File: src/rtl/pwr_seq_pkg.sv
package pwr_seq_pkg;
    typedef enum logic [1:0] {
        ST_OFF   = 2'd0,
        ST_RUN   = 2'd1,
        ST_EMERG = 2'd2,
        ST_HOLD  = 2'd3
    } pwr_state_t;
endpackage

File: src/rtl/pwr_sync_deb.sv
module pwr_sync_deb #(
    parameter int DEB_CYC = 4
) (
    input  logic clk,
    input  logic rst_n,
    input  logic din,
    output logic dout
);
    localparam int CW = $clog2(DEB_CYC + 1);

    logic          s1, s2;
    logic [CW-1:0] cnt;

    always_ff @(posedge clk or negedge rst_n) begin
        if (!rst_n) begin
            s1   <= 1'b0;
            s2   <= 1'b0;
            cnt  <= '0;
            dout <= 1'b0;
        end else begin
            s1 <= din;
            s2 <= s1;
            if (s2 == dout) begin
                cnt <= '0;
            end else if (cnt == CW'(DEB_CYC - 1)) begin
                cnt  <= '0;
                dout <= s2;
            end else begin
                cnt <= cnt + 1'b1;
            end
        end
    end

    // the filtered level only moves after a full stable window
    p_deb_window_r10: assert property (@(posedge clk) disable iff (!rst_n)
        (dout != $past(dout)) |-> ($past(s2) != $past(dout)));
endmodule

File: src/rtl/pwr_emerg_timer.sv
module pwr_emerg_timer #(
    parameter int HOLD_CYC = 3000
) (
    input  logic clk,
    input  logic rst_n,
    input  logic act,
    output logic running
);
    localparam int TW = $clog2(HOLD_CYC + 1);

    logic          act_q;
    logic          trig;
    logic [TW-1:0] remain;

    assign trig    = act & ~act_q;
    assign running = (remain != '0);

    always_ff @(posedge clk or negedge rst_n) begin
        if (!rst_n) begin
            act_q  <= 1'b0;
            remain <= '0;
        end else begin
            act_q <= act;
            if (trig)
                remain <= TW'(HOLD_CYC);
            else if (remain != '0)
                remain <= remain - 1'b1;
        end
    end

    // an active edge always leaves the timer running
    p_trig_runs_r4: assert property (@(posedge clk) disable iff (!rst_n)
        trig |=> running);
    // a retrigger reloads the full interval
    p_reload_full_r6: assert property (@(posedge clk) disable iff (!rst_n)
        trig |=> (remain == TW'(HOLD_CYC)));
endmodule

File: src/rtl/pwr_por_gen.sv
module pwr_por_gen #(
    parameter int POR_STRETCH = 8
) (
    input  logic clk,
    input  logic rst_n,
    input  logic pwr_en,
    input  logic fault,
    output logic por_n
);
    localparam int SW = $clog2(POR_STRETCH + 1);

    logic [SW-1:0] good_cnt;
    logic          good_done;

    assign good_done = (good_cnt == SW'(POR_STRETCH));
    assign por_n     = pwr_en & ~fault & good_done;

    always_ff @(posedge clk or negedge rst_n) begin
        if (!rst_n)
            good_cnt <= '0;
        else if (!pwr_en || fault)
            good_cnt <= '0;
        else if (!good_done)
            good_cnt <= good_cnt + 1'b1;
    end

    // reset cannot release in the cycle right after a fault or power-off
    p_stretch_r8: assert property (@(posedge clk) disable iff (!rst_n)
        (fault || !pwr_en) |=> !por_n);
endmodule

File: src/rtl/pwr_seq_ctrl.sv
module pwr_seq_ctrl
    import pwr_seq_pkg::*;
#(
    parameter int CLK_HZ      = 16_800_000,
    parameter int HOLD_MS     = 300,
    parameter int DEB_CYC     = 4,
    parameter int POR_STRETCH = 8,
    parameter int NUM_REG     = 3
) (
    input  logic               clk,
    input  logic               rst_n,
    input  logic               swb_lvl,
    input  logic               supa_lvl,
    input  logic               soft_hold,
    input  logic               foot_open,
    input  logic               emerg_pol,
    input  logic [NUM_REG-1:0] reg_err,
    input  logic               lowv_trip,
    output logic               pwr_en,
    output logic               por_n,
    output logic               swb_sense,
    output logic               emerg_sense
);
    localparam int HOLD_CYC = (CLK_HZ / 1000) * HOLD_MS;
    localparam int NUM_IN   = 3;

    logic [NUM_IN-1:0] raw_in, deb_in;
    logic              swb_d, supa_d, foot_d;
    logic              emerg_act, tmr_run, fault;
    pwr_state_t        state, nxt;

    assign raw_in = {foot_open, supa_lvl, swb_lvl};

    for (genvar i = 0; i < NUM_IN; i++) begin : g_deb
        pwr_sync_deb #(.DEB_CYC(DEB_CYC)) u_deb (
            .clk  (clk),
            .rst_n(rst_n),
            .din  (raw_in[i]),
            .dout (deb_in[i])
        );
    end

    assign swb_d  = deb_in[0];
    assign supa_d = deb_in[1];
    assign foot_d = deb_in[2];

    assign emerg_act = emerg_pol ? ~foot_d : foot_d;

    pwr_emerg_timer #(.HOLD_CYC(HOLD_CYC)) u_tmr (
        .clk    (clk),
        .rst_n  (rst_n),
        .act    (emerg_act),
        .running(tmr_run)
    );

    function automatic pwr_state_t pick(input logic sw, input logic tm, input logic sh);
        if (sw)      return ST_RUN;
        else if (tm) return ST_EMERG;
        else if (sh) return ST_HOLD;
        else         return ST_OFF;
    endfunction

    always_ff @(posedge clk or negedge rst_n) begin
        if (!rst_n) state <= ST_OFF;
        else        state <= nxt;
    end

    always_comb begin
        nxt = state;
        unique case (state)
            ST_OFF:   nxt = pick(swb_d, tmr_run, soft_hold);
            ST_RUN:   if (!swb_d) nxt = pick(1'b0, tmr_run, soft_hold);
            ST_EMERG: if (swb_d || !tmr_run) nxt = pick(swb_d, tmr_run, soft_hold);
            ST_HOLD:  nxt = pick(swb_d, tmr_run, soft_hold);
            default:  nxt = ST_OFF;
        endcase
    end

    always_comb begin
        pwr_en = 1'b0;
        unique case (state)
            ST_OFF:   pwr_en = 1'b0;
            ST_RUN,
            ST_EMERG,
            ST_HOLD:  pwr_en = 1'b1;
            default:  pwr_en = 1'b0;
        endcase
    end

    assign swb_sense   = swb_d & supa_d;
    assign emerg_sense = tmr_run;
    assign fault       = (|reg_err) | lowv_trip;

    pwr_por_gen #(.POR_STRETCH(POR_STRETCH)) u_por (
        .clk   (clk),
        .rst_n (rst_n),
        .pwr_en(pwr_en),
        .fault (fault),
        .por_n (por_n)
    );

    // any active source turns power on next cycle
    p_req_on_r1: assert property (@(posedge clk) disable iff (!rst_n)
        (swb_d || soft_hold || tmr_run) |=> pwr_en);
    // power drops only when every source is idle
    p_all_low_off_r3: assert property (@(posedge clk) disable iff (!rst_n)
        (!swb_d && !soft_hold && !tmr_run) |=> !pwr_en);
    // any fault holds reset low
    p_fault_por_r7: assert property (@(posedge clk) disable iff (!rst_n)
        fault |-> !por_n);
    // no reset release without power
    p_off_por_r9: assert property (@(posedge clk) disable iff (!rst_n)
        !pwr_en |-> !por_n);
    // the emergency status implies power
    p_emerg_pwr_r4: assert property (@(posedge clk) disable iff (!rst_n)
        emerg_sense |=> pwr_en);
endmodule

File: config.mk
export PLATFORM = sky130hd
export DESIGN_NAME = pwr_seq_ctrl
export DESIGN_NICKNAME = d
export VERILOG_FILES = /design/src/rtl/pwr_seq_pkg.sv /design/src/rtl/pwr_sync_deb.sv /design/src/rtl/pwr_emerg_timer.sv /design/src/rtl/pwr_por_gen.sv /design/src/rtl/pwr_seq_ctrl.sv
export SDC_FILE = /design/constraint.sdc
export NUM_CORES = 1
export LEC_CHECK = 0
export BUFFER_PORTS_ARGS = -buffer_cell sky130_fd_sc_hd__buf_2
export CAP_MARGIN = 20
export CORE_MARGIN = 4
export CORE_UTILIZATION = 50
export CTS_CLUSTER_DIAMETER = 100
export DETAILED_ROUTE_END_ITERATION = 7
export PLACE_DENSITY_LB_ADDON = 0.08
export SLEW_MARGIN = 20
export SYNTH_ARGS = -nofsm -noshare
export SYNTH_HDL_FRONTEND = slang
export SYNTH_SLANG_ARGS = --single-unit
File: constraint.sdc
create_clock -name clk -period 2 [get_ports clk]
set_clock_uncertainty 0.1 [all_clocks]
set_input_delay 0.3 -clock clk [delete_from_list [all_inputs] [get_ports clk]]
set_output_delay 0.3 -clock clk [all_outputs]
set_load 0.005 [all_outputs]
==> results, run 1 <==
- From synthesis to final layout, the design area changed by 33.73%.
- In the final routed layout, each cell accounts on average for 14.87 um.
- IR analysis of the VDD net gives a maximum drop of 679.7 uV.
- Setup repair after global routing could not meet its margin everywhere.
- The final reports fail on negative setup slack.
- Routability-driven placement finished with a final weighted congestion of 0.9037.
- The number of enable flip-flop cells after synthesis is 0.
- Counting I/O delays and the setup requirement, the final critical path takes 2.214 ns.
- The flip-flop and latch count after synthesis is 48.
- STA puts the critical path data arrival time at 2.29 ns.
- Summed over all layers, the global routing overflow is 0.
- The floorplan step defined a die boundary enclosing 5524 sq um.
- After clock tree synthesis, the clock-pin slew on the worst setup and hold paths is 0.09 ns.
- The pin count of the biggest net entering global routing is 20.
- For this run, asynchronously set or reset flops after synthesis account for 1.000.
- Leaving out fill and tap cells, the most frequent cells in the layout are sky130_fd_sc_hd__dfrtp_1, sky130_fd_sc_hd__buf_4, sky130_fd_sc_hd__nor2_1.
- The first global-routing pass estimated 7700 um of wire.
- The count of final max-slew check failures came to 0.
- The number of filler instances in the final layout is 291.
- The antenna diode count is 0.
- The startpoint of the worst register-to-register path is u_tmr.remain[8].
- The post-synth net total is 218.
- The post-detailed-placement cell area is 2565 sq um.
- The clock latency on the worst-skew pair is 0.30 ns.
- In this run the worst setup path terminates at u_tmr.remain[19].
- In this run, CTS created clock tree buffers numbering 5.
- The number of antenna violations at the first check in global routing is 0.
- The critical path class is flip-flop to flip-flop.
- In this run the static leakage power is 1.245 nW.
- The run finished, with violations left.
- After floorplanning, the core was divided into 23 placement rows.
- The most used flip-flop cell after synthesis is sky130_fd_sc_hd__dfrtp_1.
- The total detailed-routing wirelength is 4624 um.
- The number of nets in the layout is 277.
- STA classifies the critical path startpoint as a flip-flop.
- Counting every instance in the synthesized netlist gives 201.
- Dividing total power by cell area gives a power density of 1085 nW/um^2.
- In this run the worst setup path begins at u_tmr.remain[8].
- In the routed design, unresolved DRC markers number 0.
- The number of library cell types mapped by synthesis is 41.
- The final core utilization is 0.7148.
- The die height is 74.33 um.
- The flip-flop and latch area is 1201 sq um.
- The count of buffers inserted at the top-level ports is 14.
- The period utilization is 1.107.
- The number of DRC violations after detailed-routing iteration 0 is 60.
- After legalization and detailed placement, the total HPWL measured 3140 um.
- The routed layout has 1680 vias.
- The share of synthesized area in the top cell type comes to 0.5461.
- The detail route stage leaves a number of antenna-violating nets equal to 0.
- The number of top-level pins is 15.
- The synthesized netlist occupies a cell area of 2200 sq um.
- After detailed routing, the number of vias per cell comes to 5.402.
- After synthesis, the mean cell area works out to 10.94 sq um.
- Summed over all instances, the cell type with the most area after synthesis is sky130_fd_sc_hd__dfrtp_1.
- The overall routing resource usage is 0.1817.
- TritonCTS built the clock tree.
- The count of endpoints failing setup in the final report is 10.
- The tool flagged a number of max-cap violations equal to 0.
- The setup slack of the critical path after layout is -0.2143 ns.
- The number of detailed-route iterations in the first pass is 4.
- The clock root buffer is sky130_fd_sc_hd__clkbuf_8.
- The flop-to-flop setup slack is -0.21 ns.
- In the post-synthesis netlist, the biggest area contributors are sky130_fd_sc_hd__dfrtp_1, sky130_fd_sc_hd__xnor2_1, sky130_fd_sc_hd__nor2_1, sky130_fd_sc_hd__ha_1, sky130_fd_sc_hd__xor2_1.
- The number of global-route vias before repair is 1748.
- The number of hold violations in the final report was 0.
- For this run, the register share of the synthesized area comes to 0.5461.
- The min-delay analysis places its worst path in the category primary input to flip-flop.
- The endpoint kind of the worst setup timing path is a flip-flop.
- The clock net in this run drives a total of 48 sinks.
- The maximum number of buffers from clock root to sink is 2.
- The CTS H-tree depth is 2.
- Of the cells placed in the final design, the portion with a size suffix greater than 1 is 0.3563.
- In this run the standard cell core region covers 4115 sq um.
- Leaving out fill and tap cells, the most frequent cell in the layout is sky130_fd_sc_hd__dfrtp_1.
- The area of the multi-input gates is 1106 sq um.
- For this configuration, the core starts out at a cell density of 0.5345.
- Of all nets on the critical path, the largest fanout is 4.
- The Yosys step of the flow raised 0 warnings.
- The worst-case setup slack after placement is -0.1205 ns.
- The required time reported for the critical path endpoint is 2.07 ns.
- The post-route cell area is 2942 sq um.
- The die width is 74.33 um.
- Measured against its own limit, the worst slew margin works out to 0.6326.
- The maximum operating frequency is 451.6 MHz.
- The capture instance of the worst register-to-register path is u_tmr.remain[19].
- The measured slew at the worst slew-check pin is 0.5511 ns.
- For the worst flop-to-flop path, the logic depth is 5.
-- worst min-delay path by stage --
stage,startpoint,endpoint,slack [ns],depth (start not counted)
after floorplan,rst_n,g_deb[0].u_deb.cnt[0],-0.1,0
after global placement,rst_n,u_por.good_cnt[2],0.15,1
after detailed placement,rst_n,u_por.good_cnt[0],0.16,1
after CTS,soft_hold,state[0],0.11,2
after global routing,soft_hold,state[0],0.11,2
final,soft_hold,state[0],0.12,2
-- critical path, cell delays in order (launching register included) --
cell                       delay [ns]
sky130_fd_sc_hd__dfrtp_1         0.41
sky130_fd_sc_hd__or4_4           0.58
sky130_fd_sc_hd__nor4_4          0.35
sky130_fd_sc_hd__o211ai_4        0.16
sky130_fd_sc_hd__o21ai_2         0.14
sky130_fd_sc_hd__or3b_1          0.35
-- layer usage --
metal | global-route usage | wire (um)
met5 | 0 | 0
met4 | 0.03557 | 32
met3 | 0.04189 | 171
met2 | 0.3189 | 2406
met1 | 0.2324 | 2013
-- cell families (layout without fill, tap and decap cells) --
| family | after synthesis | after routing | share of synthesized area |
|---|---|---|---|
| AND/OR/NAND/NOR | 93 | 93 | 0.2423 |
| flip-flops | 48 | 48 | 0.5461 |
| AO/OA/AOI/OAI | 22 | 22 | 0.06655 |
| XOR/XNOR | 19 | 19 | 0.07565 |
| buffers and inverters | 9 | 69 | 0.01536 |
| adder cells (fa/ha/maj) | 6 | 6 | 0.03413 |
| multiplexers | 4 | 4 | 0.01991 |
-- cell usage after synthesis (all sizes together), types with 2 or more instances --
master   n
a211oi   2
a21oi    5
clkbuf   4
dfrtp   48
ha       6
inv      5
mux2     3
nand2   15
nand2b   5
nand3    2
nand3b   2
nor2    23
nor2b    4
nor3    10
nor3b    7
nor4     8
o211ai   4
o21ai    5
o31ai    3
or2      3
or3      4
or4      2
xnor2   11
xor2     8
-- state kept, by name, summed over array words and instances (netlist names) --
| name | flops |
|---|---|
| u_tmr.remain | 23 |
| g_deb.u_deb.cnt | 9 |
| u_por.good_cnt | 4 |
| g_deb.u_deb.dout | 3 |
| g_deb.u_deb.s1 | 3 |
| g_deb.u_deb.s2 | 3 |
| state | 2 |
| u_tmr.act_q | 1 |
-- area by class of cell --
class | instances | share of cell area
tap | 50 | 0.02127
multi-input combinational | 144 | 0.3760
inverter | 5 | 0.006380
sequential | 48 | 0.4083
clock buffer | 5 | 0.02339
clock inverter | 3 | 0.02339
timing repair buffer | 56 | 0.1412
-- where the power goes --
group	internal (mW)	total, mW	switching [mW]
sequential	1.16	1.33	0.170
clock	0.503	0.829	0.326
combinational	0.530	1.03	0.500
total	2.20	3.19	0.995
-- per-stage QoR --
stage	setup TNS, ns	power, mW	hold WS (ns)	cells
floorplan	-0.03738	1.893	-0.09559	201
global placement	-0.1138	2.171	0.1540	289
detailed placement	-0.4928	2.230	0.1594	289
CTS	-0.3599	3.188	0.1060	308
global route	-1.948	3.382	0.1102	311
finish	-0.9204	3.191	0.1181	311
-- what timing repair did --
action	CTS	global route
gates cloned	0	0
hold buffers	4	0
pin swaps	7	4
buffers inserted	8	3
gates resized for setup	20	11
endpoints found under the setup margin	13	18
endpoints found under the hold margin	20	0
(Power assumes the default switching activity.)
==> run 2: changes to the inputs <==
--- a/config.mk
+++ b/config.mk
@@ -10,3 +10,3 @@
 export CORE_MARGIN = 4
-export CORE_UTILIZATION = 50
+export CORE_UTILIZATION = 48
 export CTS_CLUSTER_DIAMETER = 100
--- a/constraint.sdc
+++ b/constraint.sdc
@@ -4,2 +4,2 @@
 set_output_delay 0.3 -clock clk [all_outputs]
-set_load 0.005 [all_outputs]
+set_load 0.05 [all_outputs]
==> run 2 against run 1 <==
Net effect:
- the flow still finishes with violations (negative setup slack)
- global-route usage shrank 0.55 points
- first-iteration DRC count shrank 28%
- largest power group unchanged
- via count grew 0.12%
- power shrank 0.81%
- cell area grew 2.7%
- critical path depth is the same
- critical endpoint unchanged
- sequential power is essentially flat
- highest routed layer unchanged
- sequential share of layout area shrank 1.1 points
- count of clock-buffer cells in the layout is the same
==> results, run 2 (synthesis results as in run 1) <==
- The flow ran to the end, but the final reports show violations.
- The final reports fail on negative setup slack.
- The die outline area is 5730 sq um (+3.7%).
- The clock net sink count came to 48 (unchanged).
- The logic gate share of total power is 0.357 (+0.034).
- The CTS H-tree depth came to 2 (unchanged).
- The flop-to-flop setup slack is -0.16 ns (+0.05 ns).
- The number of detailed-route iterations in the first pass is 4 (unchanged).
- The number of nets in the layout is 284 (+2.5%).
- The number of buffers created by CTS is 5 (unchanged).
- The clock latency on the worst-skew pair is 0.30 ns (about the same).
- The detailed-route vias per instance is 5.256 (-2.7%).
- The starting density of the core was 0.5017 (-0.03280).
- The register share of total power is 0.418 (about the same).
- The startpoint of the worst register-to-register path is u_tmr.remain[12].
- The total detailed-routing wirelength is 4468 um (-3.4%).
- The number of DRC violations after detailed-routing iteration 0 came to 43 (-28%).
- In the layout the commonest cells are sky130_fd_sc_hd__dfrtp_1, sky130_fd_sc_hd__buf_4, sky130_fd_sc_hd__nor2_1.
- The number of placement rows is 24 (+4.3%).
- The setup slack of the critical path after layout was -0.1598 ns (+0.05454 ns).
- The period utilization was 1.080 (-0.02727).
- The die height is 75.70 um (+1.8%).
- The worst setup path is captured at a flip-flop.
- The clock root buffer is sky130_fd_sc_hd__clkbuf_8.
- The first-pass GRT wire length is 7596 um (-1.4%).
- The proportion of layout cells with a drive suffix above 1 is 0.3806 (+0.02428).
- The topmost layer with routed signal wires is met4.
- The arrival time of data at the critical path endpoint is 2.24 ns (-0.05 ns).
- The number of filler instances in the final layout is 331 (+14%).
- The maximum operating frequency was 463.0 MHz (+2.5%).
- The length of routed met2 wiring is 2335 um (-3.0%).
- The area growth from synthesis to layout is 37.32%.
- Setup repair after global routing could not meet its margin everywhere.
- The count of buffers inserted at the top-level ports came to 14 (unchanged).
- The number of top-level pins is 15 (unchanged).
- The overall power consumption is 3.166 mW (-0.81%).
- The leakage power is 1.289 nW (+3.6%).
- The maximum number of buffers from clock root to sink is 2 (unchanged).
- The instance count along the most critical hold path is 2 (unchanged).
- The type of the tightest min-delay check is primary input to flip-flop.
- The clock transition at the registers of the reported paths is 0.09 ns (about the same).
- The flip-flop count of the largest register after layout came to 23 (unchanged).
- The number of hold violations in the final report came to 0 (unchanged).
- The overall routing resource usage is 0.1762 (-0.005513).
- The amount of wire on met3 after detailed routing is 103 um (-40%).
- The count of final max-slew check failures is 0 (unchanged).
- The areal power density over the cells is 1048 nW/um^2 (-3.4%).
- The shortest period the worst path allows is 2.160 ns (-0.05454 ns).
- The die width is 75.70 um (+1.8%).
- The flip-flop and latch area is 1201 sq um (unchanged).
- The required time reported for the critical path endpoint is 2.08 ns (about the same).
- The pin count of the biggest net entering global routing is 29 (+45%).
- The worst-path maximum fanout was 3 (-1).
- The number of vias in the routed layout is 1682 (+0.12%).
- The net switching fraction of the power is 0.3378 (+0.02600).
- The maximum ir drop on the vdd rail is 714.3 uV (+5.1%).
- The post-DP HPWL was 3076 um (-2.0%).
- The post-route antenna net violation count came to 0 (unchanged).
- The aggregate global routing overflow is 0 (unchanged).
- The cell count of the worst reg-to-reg path is 5 (unchanged).
- More flip-flops sit in one register than any other, and that register is u_tmr.remain.
- The detailed-route wire length on metal 1 came to 1934 um (-3.9%).
- The count of endpoints failing setup in the final report is 7 (-3).
- The final core utilization is 0.6889 (-0.02588).
- The area of the multi-input gates is 1136 sq um (+2.7%).
- The post-route cell area is 3020 sq um (+2.7%).
- The measured slew at the worst slew-check pin came to 0.4894 ns (-0.06169 ns).
- The detail-routed net length per standard cell is 13.96 um (-6.1%).
- The worst register-to-register path ends at u_tmr.remain[19].
- TritonCTS built the clock tree.
- The net load switching power is 1.069 mW (+7.5%).
- STA classifies the critical path startpoint as a flip-flop.
- The post-detailed-placement cell area is 2605 sq um (+1.6%).
- The antenna diode count was 0 (unchanged).
- The library cell used most frequently in the layout, excluding fill and tap cells, is sky130_fd_sc_hd__dfrtp_1.
- The number of max-cap violations is 0 (unchanged).
- In this run the most critical hold path is launched from soft_hold.
- The headroom to the max-slew limit is 0.6737 (+0.04113).
- The clock share of power is 0.225 (-0.035).
- The largest registers in the layout are u_tmr.remain (23), g_deb.u_deb.cnt (9), u_por.good_cnt (4).
- The number of global-route vias before repair was 1720 (-1.6%).
- The worst min-delay path endpoint is state[0].
- The number of antenna violations at the first check in global routing is 0 (unchanged).
- The DRC violation count after routing is 0 (unchanged).
- The area inside the core boundary is 4384 sq um (+6.5%).
- The placer congestion estimate is 0.8189 (-9.4%).
- The internal cell power is 2.096 mW (-4.6%).
- The critical path class is flip-flop to flip-flop.
[run 2: cell types whose count changed in the layout (fill, tap and decap cells not counted), sizes merged]
cell,change
buf,+7
clkinvlp,+1
bufinv,-1
[run 2: how the worst max path moves through the flow]
stage	startpoint	endpoint	slack, ns	cells after the start
2_1_floorplan	u_tmr.remain[11]	u_tmr.remain[19]	-0.04	5
5_1_grt	u_tmr.remain[12]	u_tmr.remain[19]	-0.22	5
3_3_place_gp	u_tmr.remain[11]	u_tmr.remain[19]	-0.12	5
3_5_place_dp	u_tmr.remain[11]	u_tmr.remain[19]	-0.12	5
6_report	u_tmr.remain[12]	u_tmr.remain[19]	-0.16	5
4_1_cts	u_tmr.remain[8]	u_tmr.remain[19]	-0.11	5
[run 2: timing repair]
action / in CTS / in global routing
hold endpoints to repair: 23 / 0
resized for setup: 18 / 20
setup buffers: 10 / 6
gates cloned: 0 / 0
setup endpoints to repair: 17 / 22
hold buffers: 4 / 0
pin swaps: 8 / 19
[run 2: power by group through the flow]
stage | Combinational, mW | Sequential [mW] | Clock, mW
after detailed placement | 0.991 | 1.32 | 0
after floorplan | 0.653 | 1.31 | 0
after global placement | 0.957 | 1.30 | 0
after CTS | 1.06 | 1.31 | 0.726
final | 1.13 | 1.32 | 0.713
after global routing | 1.25 | 1.35 | 0.768
[run 2: layout make-up]
type | count | area share
sequential | 48 | 0.3977
inverter | 5 | 0.006214
clock inverter | 3 | 0.01533
tap | 52 | 0.02154
timing repair buffer | 63 | 0.1603
multi-input combinational | 144 | 0.3761
clock buffer | 5 | 0.02278
[run 2: layer usage]
metal,vias to the layer above,track usage
met1,824,0.2164
met5,-,0
li1,832,-
met4,0,0.05825
met2,16,0.3020
met3,10,0.04617
[run 2: worst max-delay path, stage by stage, from the launching register on]
cell                       delay [ns]
sky130_fd_sc_hd__dfrtp_1         0.44
sky130_fd_sc_hd__or4_4           0.56
sky130_fd_sc_hd__nor4_4          0.27
sky130_fd_sc_hd__o211ai_2        0.18
sky130_fd_sc_hd__o21ai_1         0.14
sky130_fd_sc_hd__or3b_1          0.36
[run 2: metrics by stage]
stage | hold WS, ns | setup slack, ns | cells | setup TNS (ns)
after floorplan | -0.09559 | -0.04359 | 201 | -0.04695
after global placement | 0.1836 | -0.1180 | 296 | -0.3773
after detailed placement | 0.1890 | -0.1207 | 296 | -0.5900
after CTS | 0.1060 | -0.1076 | 318 | -0.5800
after global routing | 0.1067 | -0.2185 | 320 | -1.536
final | 0.1101 | -0.1598 | 320 | -0.5115
==> run 3: changes to the inputs <==
Settings changed: SYNTH_HIERARCHICAL set to 1.
==> run 3 against run 2 <==
Net effect:
- the flow still finishes with violations (negative setup slack)
- global-route usage decreased by 1.6 points
- critical path type unchanged
- routed wire length increased by 4.0%
- cell count decreased by 6.6%
==> results, run 3 <==
- The overall routing resource usage was 0.1606 (-0.01562).
- The post-detailed-placement cell area is 2532 sq um (-2.8%).
- The logic gate share of total power is 0.365 (+0.008).
- The area fraction in and, or, nand and nor cells after synthesis is 0.2345 (-0.007827).
- The areal power density over the cells is 1061 nW/um^2 (+1.2%).
- The number of top-level pins is 15 (unchanged).
- The maximum ir drop on the vdd rail is 714.5 uV (about the same).
- The die height is 77.22 um (+2.0%).
- TritonCTS built the clock tree.
- The pin count of the biggest net entering global routing is 27 (-6.9%).
- The largest registers in the layout are u_tmr/remain (23), g_deb.u_deb/cnt (9), u_por/good_cnt (4).
- The post-route cell area came to 2880 sq um (-4.6%).
- The count of final max-slew check failures is 0 (unchanged).
- The register share of total power is 0.438 (+0.020).
- The type of the tightest min-delay check is primary input to flip-flop.
- The number of antenna violations at the first check in global routing is 0 (unchanged).
- The die width is 77.22 um (+2.0%).
- The number of enable flip-flop cells after synthesis is 0 (unchanged).
- The clock root buffer is sky130_fd_sc_hd__clkbuf_8.
- The post-synthesis average cell area is 11.44 sq um (+4.6%).
- The CTS H-tree depth is 2 (unchanged).
- The aggregate global routing overflow is 0 (unchanged).
- The number of buffers created by CTS came to 5 (unchanged).
- The run finished, with violations left.
- The post-DP HPWL is 3127 um (+1.7%).
- The detail-routed net length per standard cell is 15.54 um (+11%).
- The area of the mapped netlist is 2300 sq um (+4.6%).
- The clock share of power was 0.197 (-0.028).
- The number of nets in the layout is 263 (-7.4%).
- The count of buffers inserted at the top-level ports is 14 (unchanged).
- The clock transition at the registers of the reported paths was 0.09 ns (about the same).
- The summed negative setup slack over all endpoints came to -0.5498 ns (-0.03830 ns).
- The maximum operating frequency is 482.6 MHz (+4.2%).
- The proportion of netlist area held by the largest area contributor is 0.5223 (-0.02377).
- The area inside the core boundary is 4504 sq um (+2.7%).
- The measured slew at the worst slew-check pin was 0.5542 ns (+0.06481 ns).
- The clock latency on the worst-skew pair is 0.30 ns (about the same).
- Yosys attributes the largest share of cell area to sky130_fd_sc_hd__dfrtp_1, sky130_fd_sc_hd__xnor2_1, sky130_fd_sc_hd__ha_1, sky130_fd_sc_hd__nor2_1, sky130_fd_sc_hd__a2111oi_2.
- The leakage power is 1.209 nW (-6.3%).
- The share of synthesized cell area in full adder, half adder and majority cells is 0.03264 (-0.001486).
- The number of DRC violations after detailed-routing iteration 0 is 103 (+140%).
- The most frequent cell on the critical path is sky130_fd_sc_hd__buf_4.
- The endpoint kind of the worst setup timing path is a flip-flop.
- The final reports fail on negative setup slack.
- The count of endpoints failing setup in the final report was 12 (+5).
- The post-synth net total is 218 (unchanged).
- The count of warnings emitted by yosys was 6 (+6).
- The area share of xor/xnor cells in the synthesized design was 0.07236 (-0.003293).
- The net load switching power is 1.081 mW (+1.1%).
- In this run the critical register-to-register path is launched from u_tmr/remain[3].
- The net switching fraction of the power is 0.3540 (+0.01621).
- The number of filler instances in the final layout is 332 (+0.30%).
- The worst-case setup slack after placement came to 0.002726 ns (+0.1234 ns).
- The start point of the critical path is u_tmr/remain[3].
- The die outline area is 5962 sq um (+4.1%).
- In this run the most critical hold path is launched from soft_hold.
- The area growth from synthesis to layout is 25.24%.
- The clock net sink count came to 48 (unchanged).
- The mux cell area share after synthesis is 0.02503 (+0.005118).
- The number of max-cap violations was 0 (unchanged).
- The period utilization is 1.036 (-0.04373).
- The share of flip-flops with an asynchronous set or reset is 1.000 (unchanged).
- The shortest period the worst path allows is 2.072 ns (-0.08745 ns).
- The most area-hungry cell type in the Yosys netlist is sky130_fd_sc_hd__dfrtp_1.
- The slowest stage of the critical path belongs to the cell sky130_fd_sc_hd__dfrtp_1.
- In the layout the commonest cells are sky130_fd_sc_hd__dfrtp_1, sky130_fd_sc_hd__buf_4, sky130_fd_sc_hd__nor2_1.
- The first-pass GRT wire length was 7845 um (+3.3%).
- The maximum number of buffers from clock root to sink is 2 (unchanged).
- The number of placement rows was 24 (unchanged).
- The starting density of the core is 0.5106 (+0.008843).
- The flip-flop count of the largest register after layout was 23 (unchanged).
- The synthesized instance count came to 201 (unchanged).
- The number of detailed-route iterations in the first pass is 4 (unchanged).
- The detailed-route vias per instance was 5.662 (+7.7%).
- The setup slack of the critical path after layout is -0.07231 ns (+0.08745 ns).
- The main combinational cell family by area after synthesis is simple AND/OR/NAND/NOR gates.
- The delay of the slowest cell on the worst path came to 0.46 ns (-0.10 ns).
- The total detailed-routing wirelength was 4646 um (+4.0%).
- The commonest cells after synthesis are sky130_fd_sc_hd__dfrtp_1, sky130_fd_sc_hd__nor2_1, sky130_fd_sc_hd__xnor2_1, sky130_fd_sc_hd__nand2_1, sky130_fd_sc_hd__nor3_1.
- The arrival time of data at the critical path endpoint is 2.12 ns (-0.12 ns).
- The number of hold violations in the final report is 0 (unchanged).
- The commonest non-fill, non-tap cell in the layout is sky130_fd_sc_hd__dfrtp_1.
- The antenna diode count came to 0 (unchanged).
- The DRC violation count after routing is 0 (unchanged).
- The post-route antenna net violation count is 0 (unchanged).
- The placer congestion estimate came to 0.7895 (-3.6%).
- The flip-flop and latch count after synthesis is 48 (unchanged).
- The sequential area share after synthesis is 0.5223 (-0.02377).
- The number of vias in the routed layout is 1693 (+0.65%).
- The proportion of layout cells with a drive suffix above 1 is 0.3360 (-0.04456).
- The worst-path maximum fanout was 4 (+1).
- The overall power consumption is 3.055 mW (-3.5%).
- The internal cell power is 1.974 mW (-5.9%).
- The critical path goes through nor4_4, buf_4, nand4_1, o211ai_1, buf_4, or3_1, nand3_1.
- The number of library cell types mapped by synthesis was 40 (-2.4%).
- The number of global-route vias before repair is 1763 (+2.5%).
- The critical path class is flip-flop to flip-flop.
- The share of the synthesized area in compound gates (AO/OA/AOI/OAI) is 0.09358 (+0.02703).
- Among all flip-flop cells after synthesis, the most frequent one is sky130_fd_sc_hd__dfrtp_1.
- The headroom to the max-slew limit is 0.6305 (-0.04321).
- The type of origin of the critical path is a flip-flop.
- The required time reported for the critical path endpoint is 2.05 ns (-0.03 ns).
- The most common cell in the netlist is sky130_fd_sc_hd__dfrtp_1.
- Setup repair after global routing could not meet its margin everywhere.
- The register with the most flip-flops is u_tmr/remain.
-- run 3: logic make-up after synthesis --
| kind of cell | Yosys count |
|---|---|
| adders and majority gates | 6 |
| muxes | 5 |
| and+or+nand+nor | 84 |
| AOI/OAI and AO/OA | 28 |
| buffers and inverters | 11 |
| DFF | 48 |
| xor gates and xnor gates | 19 |
-- run 3: worst max-delay path: cells and delay by family, from the launching register on --
kind	cells	cell delay (ns)
AOI/OAI and AO/OA	1	0.27
buffers and inverters	2	0.36
DFF	1	0.46
and+or+nand+nor	4	0.73
-- run 3: per-layer routing --
metal | track usage | vias up | routed length (um)
li1 | - | 798 | -
met1 | 0.1959 | 850 | 2053
met2 | 0.2807 | 37 | 2344
met3 | 0.03747 | 8 | 186
met4 | 0.04804 | 0 | 61
met5 | 0 | - | 0
-- run 3: final cells by class --
| type | instances | area (sq um) | share of cell area |
|---|---|---|---|
| Timing Repair Buffer | 43 | 325.3 | 0.1129 |
| Clock buffer | 6 | 82.58 | 0.02867 |
| Multi-Input combinational cell | 142 | 1167 | 0.4053 |
| Clock inverter | 2 | 15.01 | 0.005213 |
| Inverter | 6 | 22.52 | 0.007819 |
| Tap cell | 52 | 65.06 | 0.02259 |
| Sequential cell | 48 | 1202 | 0.4175 |
-- run 3: final timing paths --
check | to | slack, ns | cells past startpoint
max in group asynchronous | u_tmr/remain[6] | 0.86 | 3
hold reg to reg | g_deb[1].u_deb/s2 | 0.25 | 0
setup reg to reg | u_tmr/remain[15] | -0.07 | 7
hold / removal | state[0] | 0.11 | 2
setup / recovery | u_tmr/remain[15] | -0.07 | 7
min in group asynchronous | u_tmr/remain[10] | 0.41 | 2
-- run 3: timing repair --
action	in CTS	in global routing
setup endpoints to repair	3	18
hold endpoints to repair	24	1
pin swaps	1	13
buffers inserted	4	7
hold buffers	3	1
gates cloned	0	1
resized for setup	11	15
-- run 3: power groups by stage --
stage / registers, mW / clock network (mW) / logic, mW
after floorplan: 1.33 / 0 / 0.669
after global placement: 1.33 / 0 / 0.919
after detailed placement: 1.35 / 0 / 0.961
after CTS: 1.33 / 0.619 / 1.01
after global routing: 1.37 / 0.665 / 1.21
final: 1.34 / 0.601 / 1.12
-- run 3: metrics by stage --
| step | util | hold WS [ns] | instances |
|---|---|---|---|
| floorplan | - | -0.09559 | 201 |
| global placement | 0.5622 | 0.2091 | 275 |
| detailed placement | 0.5622 | 0.2237 | 275 |
| CTS | 0.6058 | 0.001181 | 290 |
| global route | 0.6394 | 0.1023 | 299 |
| finish | 0.6394 | 0.1137 | 299 |
